File: src/rtl/sar_adc_pkg.sv
package sar_adc_pkg;
  localparam int unsigned BUS_W = 32;

  localparam int unsigned REG_RESULT = 0;
  localparam int unsigned REG_STATUS = 1;
  localparam int unsigned REG_CTRL   = 2;
  localparam int unsigned REG_DELAY  = 3;

  localparam int unsigned CTRL_PWR_BIT = 3;
  localparam int unsigned CTRL_IE_BIT  = 5;
  localparam int unsigned CTRL_IRQ_BIT = 6;

  typedef enum logic [1:0] {
    SEQ_IDLE,
    SEQ_WAIT,
    SEQ_CONV
  } seq_state_e;
endpackage

File: src/rtl/sar_adc_search.sv
module sar_adc_search #(
  parameter int unsigned RES_BITS = 10
) (
  input  logic                clk_i,
  input  logic                rst_ni,
  input  logic                load_i,
  input  logic                step_i,
  input  logic                conv_i,
  input  logic                cmp_i,
  output logic [RES_BITS-1:0] trial_o,
  output logic [RES_BITS-1:0] result_o,
  output logic                last_o
);
  localparam logic [RES_BITS-1:0] MSB_ONEHOT = {1'b1, {(RES_BITS-1){1'b0}}};

  logic [RES_BITS-1:0] code_q;
  logic [RES_BITS-1:0] probe_q;

  always_ff @(posedge clk_i or negedge rst_ni) begin
    if (!rst_ni) begin
      code_q  <= '0;
      probe_q <= '0;
    end else if (load_i) begin
      code_q  <= '0;
      probe_q <= MSB_ONEHOT;
    end else if (step_i) begin
      if (cmp_i) code_q <= code_q | probe_q;
      probe_q <= probe_q >> 1;
    end
  end

  assign trial_o  = conv_i ? (code_q | probe_q) : '0;
  assign result_o = cmp_i ? (code_q | probe_q) : code_q;
  assign last_o   = probe_q[0];
endmodule

File: src/rtl/sar_adc_seq.sv
module sar_adc_seq import sar_adc_pkg::*; #(
  parameter int unsigned DLY_W = 6
) (
  input  logic             clk_i,
  input  logic             rst_ni,
  input  logic             start_i,
  input  logic             abort_i,
  input  logic [DLY_W-1:0] dly_i,
  input  logic             last_i,
  output logic             busy_o,
  output logic             conv_o,
  output logic             load_o,
  output logic             step_o,
  output logic             done_o
);
  seq_state_e       state_q;
  logic [DLY_W-1:0] wait_q;

  assign busy_o = (state_q != SEQ_IDLE);
  assign conv_o = (state_q == SEQ_CONV);
  assign step_o = conv_o && !abort_i;
  assign done_o = step_o && last_i;
  assign load_o = (start_i && (dly_i == '0)) ||
                  (state_q == SEQ_WAIT && wait_q == DLY_W'(1) && !abort_i);

  always_ff @(posedge clk_i or negedge rst_ni) begin
    if (!rst_ni) begin
      state_q <= SEQ_IDLE;
      wait_q  <= '0;
    end else if (abort_i) begin
      state_q <= SEQ_IDLE;
      wait_q  <= '0;
    end else begin
      unique case (state_q)
        SEQ_IDLE: if (start_i) begin
          state_q <= (dly_i == '0) ? SEQ_CONV : SEQ_WAIT;
          wait_q  <= dly_i;
        end
        SEQ_WAIT: begin
          wait_q <= wait_q - DLY_W'(1);
          if (wait_q == DLY_W'(1)) state_q <= SEQ_CONV;
        end
        SEQ_CONV: if (last_i) state_q <= SEQ_IDLE;
        default: state_q <= SEQ_IDLE;
      endcase
    end
  end
endmodule

File: src/rtl/sar_adc_regs.sv
module sar_adc_regs import sar_adc_pkg::*; #(
  parameter int unsigned RES_BITS = 10,
  parameter int unsigned CHAN_W   = 3,
  parameter int unsigned DLY_W    = 6,
  parameter int unsigned DLY_RST  = 8,
  parameter int unsigned ADDR_W   = 4
) (
  input  logic                clk_i,
  input  logic                rst_ni,
  input  logic                we_i,
  input  logic [ADDR_W-1:0]   addr_i,
  input  logic [BUS_W-1:0]    wdata_i,
  output logic [BUS_W-1:0]    rdata_o,
  input  logic                busy_i,
  input  logic                done_i,
  input  logic [RES_BITS-1:0] result_i,
  output logic                start_o,
  output logic                abort_o,
  output logic [CHAN_W-1:0]   chan_o,
  output logic                pwr_o,
  output logic [DLY_W-1:0]    dly_o,
  output logic                irq_o
);
  localparam int unsigned IDX_W = ADDR_W - 2;

  logic [IDX_W-1:0]    reg_idx;
  logic                ctrl_wr;
  logic                pwr_req;
  logic [RES_BITS-1:0] result_q;
  logic                ie_q;
  logic                irq_st_q;

  assign reg_idx = addr_i[ADDR_W-1:2];
  assign ctrl_wr = we_i && (reg_idx == IDX_W'(REG_CTRL));
  assign pwr_req = wdata_i[CTRL_PWR_BIT];
  assign start_o = ctrl_wr && pwr_req && !busy_i;
  assign abort_o = ctrl_wr && !pwr_req;

  always_ff @(posedge clk_i or negedge rst_ni) begin
    if (!rst_ni) begin
      chan_o   <= '0;
      pwr_o    <= 1'b0;
      ie_q     <= 1'b0;
      irq_st_q <= 1'b0;
      result_q <= '0;
      dly_o    <= DLY_W'(DLY_RST);
    end else begin
      if (start_o || abort_o) begin
        chan_o <= wdata_i[CHAN_W-1:0];
        pwr_o  <= pwr_req;
        ie_q   <= wdata_i[CTRL_IE_BIT];
      end
      if (abort_o) begin
        irq_st_q <= 1'b0;
      end else if (done_i) begin
        irq_st_q <= 1'b1;
        result_q <= result_i;
      end
      if (we_i && reg_idx == IDX_W'(REG_DELAY)) dly_o <= wdata_i[DLY_W-1:0];
    end
  end

  assign irq_o = irq_st_q && ie_q;

  always_comb begin
    rdata_o = '0;
    case (reg_idx)
      IDX_W'(REG_RESULT): rdata_o[RES_BITS-1:0] = result_q;
      IDX_W'(REG_STATUS): rdata_o[0] = busy_i;
      IDX_W'(REG_CTRL): begin
        rdata_o[CHAN_W-1:0]   = chan_o;
        rdata_o[CTRL_PWR_BIT] = pwr_o;
        rdata_o[CTRL_IE_BIT]  = ie_q;
        rdata_o[CTRL_IRQ_BIT] = irq_st_q;
      end
      IDX_W'(REG_DELAY): rdata_o[DLY_W-1:0] = dly_o;
      default: rdata_o = '0;
    endcase
  end
endmodule

File: src/rtl/sar_adc_ctrl.sv
module sar_adc_ctrl import sar_adc_pkg::*; #(
  parameter int unsigned RES_BITS = 10,
  parameter int unsigned CHAN_W   = 3,
  parameter int unsigned DLY_W    = 6,
  parameter int unsigned DLY_RST  = 8,
  parameter int unsigned ADDR_W   = 4
) (
  input  logic                clk_i,
  input  logic                rst_ni,
  input  logic                we_i,
  input  logic [ADDR_W-1:0]   addr_i,
  input  logic [31:0]         wdata_i,
  output logic [31:0]         rdata_o,
  input  logic                cmp_i,
  output logic                pwr_en_o,
  output logic [CHAN_W-1:0]   chan_sel_o,
  output logic [RES_BITS-1:0] dac_code_o,
  output logic                irq_o
);
  logic                busy, conv, load, step, done, last;
  logic                start, abort;
  logic [DLY_W-1:0]    dly;
  logic [RES_BITS-1:0] result;

  sar_adc_regs #(
    .RES_BITS(RES_BITS), .CHAN_W(CHAN_W), .DLY_W(DLY_W),
    .DLY_RST(DLY_RST), .ADDR_W(ADDR_W)
  ) regs_i (
    .clk_i(clk_i), .rst_ni(rst_ni), .we_i(we_i), .addr_i(addr_i),
    .wdata_i(wdata_i), .rdata_o(rdata_o), .busy_i(busy), .done_i(done),
    .result_i(result), .start_o(start), .abort_o(abort), .chan_o(chan_sel_o),
    .pwr_o(pwr_en_o), .dly_o(dly), .irq_o(irq_o)
  );

  sar_adc_seq #(.DLY_W(DLY_W)) seq_i (
    .clk_i(clk_i), .rst_ni(rst_ni), .start_i(start), .abort_i(abort),
    .dly_i(dly), .last_i(last), .busy_o(busy), .conv_o(conv),
    .load_o(load), .step_o(step), .done_o(done)
  );

  sar_adc_search #(.RES_BITS(RES_BITS)) search_i (
    .clk_i(clk_i), .rst_ni(rst_ni), .load_i(load), .step_i(step),
    .conv_i(conv), .cmp_i(cmp_i), .trial_o(dac_code_o),
    .result_o(result), .last_o(last)
  );
endmodule

File: config.mk
export PLATFORM = sky130hd
export DESIGN_NAME = sar_adc_ctrl
export DESIGN_NICKNAME = d
export VERILOG_FILES = /design/src/rtl/sar_adc_pkg.sv /design/src/rtl/sar_adc_search.sv /design/src/rtl/sar_adc_seq.sv /design/src/rtl/sar_adc_regs.sv /design/src/rtl/sar_adc_ctrl.sv
export SDC_FILE = /design/constraint.sdc
export NUM_CORES = 1
export LEC_CHECK = 0
export BUFFER_PORTS_ARGS = -buffer_cell sky130_fd_sc_hd__buf_2
export CELL_PAD_IN_SITES_DETAIL_PLACEMENT = 0
export CELL_PAD_IN_SITES_GLOBAL_PLACEMENT = 1
export CORE_MARGIN = 2
export CORE_UTILIZATION = 41
export CTS_CLUSTER_SIZE = 40
export DETAILED_ROUTE_END_ITERATION = 7
export PLACE_DENSITY_LB_ADDON = 0.1
export SYNTH_ARGS = -nofsm -noshare
export SYNTH_HDL_FRONTEND = slang
export SYNTH_SLANG_ARGS = --single-unit
File: constraint.sdc
create_clock -name clk_i -period 3.7 [get_ports clk_i]
set_input_delay 0.74 -clock clk_i [delete_from_list [all_inputs] [get_ports clk_i]]
set_output_delay 0.74 -clock clk_i [all_outputs]
set_load 0.1 [all_outputs]
# ---- Word-level counts from Yosys, hierarchy flattened
# Cells that the tools add are included.
dict set report totals {
  ramBits 0
  register_bits 50
  n_memories 0
  latch_bits 0
  mem_bits_ro 0
  word_cells 71
}
dict set report op_classes {
  n_lt_le_gt_ge 0
  n_div 0
  n_shift 0
  mux 23
  eq_ne 9
  multipliers 0
  reduce_logical 26
  add_sub_neg 1
  bitwise_logic 2
}
# cell count
set ops {}
lappend ops {{$mux W10} 6}
lappend ops {{$mux W6} 2}
lappend ops {{$pmux W6 S2} 1}
lappend ops {{$logic_and A1 B1 Y1} 11}
lappend ops {{$mux W2} 5}
lappend ops {{$or A10 B10 Y10} 1}
lappend ops {{$ne A3 B3 Y1 const B} 3}
lappend ops {{$pmux W3 S3} 1}
lappend ops {{$eq A2 B2 Y1 const B} 3}
lappend ops {{$eq A6 B1 Y1 const B} 1}
lappend ops {{$logic_not A6 Y1} 1}
lappend ops {{$pmux W2 S3} 1}
lappend ops {{$reduce_bool A2 Y1} 3}
lappend ops {{$sub A6 B1 Y6 const B} 1}
lappend ops {{$eq A2 B1 Y1 const B} 2}
lappend ops {{$logic_not A2 Y1} 2}
lappend ops {{$pmux W1 S2} 2}
lappend ops {{$pmux W1 S4} 1}
lappend ops {{$reduce_and A2 Y1} 2}
lappend ops {{$logic_not A1 Y1} 3}
lappend ops {{$mux W3} 1}
lappend ops {{$pmux W1 S3} 1}
lappend ops {{$reduce_and A3 Y1} 1}
lappend ops {{$reduce_bool A3 Y1} 1}
lappend ops {{3 further kinds} 5}

# ---- Depth between registers and ports, before layout
dict set report logic_depth {
  word_depth 8
  depth_mapped 7
  mapped_depth_nobuf 5
}

# ---- Modules after synthesis
# From an unflattened synthesis, not the netlist that was laid out.
dict set report hier_totals {
  hier_cells 259
  area_unflattened_um2 2710.1
}
# module seq_area_each_um2 instances area_each_um2 cells_each
set by_module_without_submodules {}
lappend by_module_without_submodules {sar_adc_regs 551.8 1 1214.9 101}
lappend by_module_without_submodules {sar_adc_search 500.5 1 925.9 87}
lappend by_module_without_submodules {sar_adc_seq 200.2 1 569.3 71}

# ---- Least setup slack after synthesis
# Ideal clock, no wire load.
dict set report synth_timing {
  kind {input to output}
  from {input port addr_i[2]}
  to {output port rdata_o[0]}
  t_arrival_ns 2.902
  slack_ns 0.058
  path_stages 5
  path_cell_list {inv_1 ha_1 clkbuf_1 a221oi_1 a21oi_1}
}
dict set report synth_between {
  elab_chain_cells 2
  elab_cells_between_ends 5
}
# element line_no
set synth_lines {}
lappend synth_lines {{start, declared} sar_adc_ctrl.sv:11} ;# input logic [ADDR_W-1:0] addr_i,
lappend synth_lines {{$eq A2 B2 Y1, or another cell as far along} sar_adc_regs.sv:67} ;# case (reg_idx)
lappend synth_lines {{$pmux W1 S4 (*)} sar_adc_regs.sv:67}
lappend synth_lines {{end, declared} sar_adc_ctrl.sv:13} ;# output logic [31:0] rdata_o,
# Every way passes the cells marked *; elsewhere a longest branch is shown, timed or not.

# ---- Worst setup path in the final report
dict set report layout_timing {
  from {register seq_i.state_q[1]}
  to {output port dac_code_o[4]}
}
dict set report layout_between {
  elab_chain_cells 2
}
# element line_no
set layout_lines {}
lappend layout_lines {{start, declared} sar_adc_seq.sv:16} ;# seq_state_e state_q;
lappend layout_lines {{start signal, assigned} sar_adc_seq.sv:36} ;# state_q <= (dly_i == '0) ? SEQ_CONV : SEQ_WAIT;
lappend layout_lines {{$eq A2 B2 Y1} sar_adc_seq.sv:20} ;# assign conv_o = (state_q == SEQ_CONV);
lappend layout_lines {{$mux W10} sar_adc_search.sv:32} ;# assign trial_o = conv_i ? (code_q | probe_q) : '0;
lappend layout_lines {{end, declared} sar_adc_ctrl.sv:17} ;# output logic [RES_BITS-1:0] dac_code_o,
# Every way passes these cells.

==> summary.md <==
| Metric | Value |
|---|---|
| EDFF count, synth | 0 |
| DP Area | about 0.0030 mm^2 |
| CTS Sinks | 50 |
| Post-CTS Hold Buffers | 0 |
| Clock Skews | 0.00716 ns |
| RSZ-0062 raised after global routing | false |
| Post-DP HPWL | between 4000 and 5000 um |
| Synth cell types | around 50 |
| Num CTS Buffers | 5 |
| Max Clock Freq | between 300 and 400 MHz |
| Dominant cells by area after synthesis | dfrtp_1, buf_4, a21oi_1 |
| Port bufs | 36 |
| Post-Place Worst Slack | 0.716 ns |
| Area growth syn-to-layout | 7.84% |
| Worst r2r path cells | 4 |
| Power per Cell Area | around 780 mW/mm^2 |
| Status | complete, no violations |
| Seq cells post-synth | 50 |
| Final worst path period share | between 70% and 80% |
| Drt total wl | between 7000 and 8000 um |
| Post-synthesis adder-cell area fraction | between 3 and 4% |
| Commonest non-fill, non-tap cell in the layout | dfrtp_1 |
| DRT antenna net count | 0 |
| Largest net degree at the start of global routing | 51 |
| Largest family of logic cells by synthesized area | compound AO/OA/AOI/OAI gates |
| Resize count post-CTS | 0 |
| Top cell type's share of synthesized area | around 43% |
| Initial DRT Pass Iterations | 4 |
| Synth Area in XOR/XNOR | 0% |
| Vias in the first global route | 2228 |
| Most frequent cells in the layout | dfrtp_1, buf_2, nor2_1, a21oi_1, conb_1 |
| Worst-Skew Late Latency | roughly 0.3 ns |
| Nets | 366 |
| WP data required | 2.96 ns |
| Wirelength per Cell | 17.9 um |
| # Max-Cap Violations | 0 |
| Post-synthesis mux area share | roughly 4.7% |
| Die area | around 0.0076 mm^2 |
| Post-CTS Setup Bufs | 0 |
| Syn_area_per_cell | around 9.6 um^2 |
| Post-Synth Simple-Gate Area | between 10% and 20% |
| Setup violations, final | 0 |
| Iteration-0 DRC Markers | between 150 and 200 |
| Hold WC Path Type | input port to async pin |
| Final worst slack | approximately 0.75 ns |
| GRT overflow | 0 |
| DRC | 0 |
| CP max FO | 20 |
| Reg-to-Reg End | search_i.probe_q[0] |
| Worst setup EP type | output pin |
| Site row count | 30 |
| Routability congestion estimate | 0.787 |
| Synth Area in Compound Gates | 21.1% |
| Flop-to-flop setup slack | ~1.6 ns |
| Seq/Total Area, Yosys | approximately 44% |
| CTS H-tree depth | 2 |
| Top Ports | between 80 and 90 |
| Die Wd | 87.2 um |
| Initial antenna violation count | 0 |
| First-pass GRT wire length | roughly 12000 um |
| Max_slew headroom | between 40% and 50% |
| Clock slew at reported path FFs | around 0.10 ns |
| Worst R2R Start | seq_i.wait_q[2] |
| Share of cells above drive strength 1 | about 21% |
| CORE AREA | 0.00676 mm^2 |
| Via density | about 5.7 |
| Fin. Hold Viols | 0 |
| Setup_tns | 0 ns |
| Antenna Cells | 0 |
| Least-Margin Pin Slew | 0.781 ns |
| CTS tree | yes |
| Initial core utilization | 42.0% |
| Leakage dissipation | about 1.4 nW |
| Syn Std Cell Area | between 0.002 and 0.003 mm^2 |
| CP Launch Type | register |
| Worst EP arrival | ~2.2 ns |
| Worst vdd ir | ~0.26 mV |
| Synthesis warning total | 0 |
| Leading area contributor after synthesis | dfrtp_1 |
| Minimum clock period | about 3 ns |
| Critical path class | register to output pin |
| Hold slack final | between 0.5 and 0.6 ns |
| Final Slew Violations | 0 |
| Root buf cell | clkbuf_8 |
| CTS max path bufs | 2 |
| Fin area | slightly above 0.003 mm^2 |
| GRT Overall Usage | approximately a fifth |
| Via count | around 2300 |
| Die height | between 80 and 90 um |
| Commonest register cell after synthesis | dfrtp_1 |
| Ys async rst share | between 90% and 100% |
| Post-Syn Instances | 295 |
==> cells in the mapped netlist (all sizes together), types with 8 or more instances <==
cell    count
buf        28
a31oi      11
a211oi      9
ha          8
a41oi      10
a21oi      23
o21ai      12
nor2       29
nand3      10
mux2       10
nor3       12
dfrtp      49
clkbuf     18
inv         9
==> stage by stage <==
stage                     power (mW)  util (%)  cells
after floorplan                 1.83         -    316
after global placement          2.03      43.9    391
after CTS                       2.39      45.3    399
final                           2.38      45.3    399
after global routing            2.54      45.3    399
after detailed placement        2.04      43.9    391
==> worst max-delay path: stages, from the launching register on <==
cell,delay (ns)
dfrtp_1,0.64
nand2b_1,0.54
nor2_1,0.26
buf_2,0.45
==> how the worst max path moves through the flow <==
stage / from / to / slack (ns) / cells after the start
finish: seq_i.state_q[1] / dac_code_o[4] / 0.75 / 3
global route: seq_i.state_q[1] / dac_code_o[9] / 0.59 / 3
CTS: seq_i.state_q[1] / dac_code_o[9] / 0.73 / 3
detailed placement: addr_i[2] / search_i.code_q[7] / 0.72 / 7
global placement: addr_i[2] / search_i.code_q[7] / 0.70 / 7
floorplan: addr_i[2] / rdata_o[0] / 0.06 / 5
==> logic make-up (layout without fill, tap and decap cells) <==
logic type,count (synthesis),count (layout)
muxes,12,12
adders and majority gates,8,8
and+or+nand+nor,81,81
AOI/OAI and AO/OA,88,88
buffers and inverters,55,58
other,1,22
DFF,50,50
==> state kept, by name, summed over array words and instances, names as in the netlist <==
register          cells
regs_i.result_q      10
search_i.code_q      10
search_i.probe_q     10
regs_i.dly_o          6
seq_i.wait_q          6
regs_i.chan_o         3
seq_i.state_q         2
regs_i.ie_q           1
regs_i.irq_st_q       1
regs_i.pwr_o          1
==> report_power, final <==
part / internal [mW] / total (mW) / switching, mW
Combinational: 0.306 / 1.07 / 0.767
Clock: 0.151 / 0.342 / 0.191
Sequential: 0.744 / 0.963 / 0.220
Total: 1.20 / 2.38 / 1.18
==> layer usage <==
metal  vias to the layer above  wire (um)  global-route usage, %
met5                         -          0                      0
met4                         0        115                   7.41
met3                         8        228                   2.65
met2                        46       3350                   30.2
met1                      1117       3470                   28.5
li1                       1093          -                      -
==> layout make-up <==
type	count	area, um^2
inverters	9	33.8
flip-flops and latches	50	1250
clock inverters	2	12.5
clock buffers	6	82.6
well taps	80	100
multi-input cells	211	1360
fillers	685	3690
repair buffers	41	218
(Power assumes the default switching activity.)
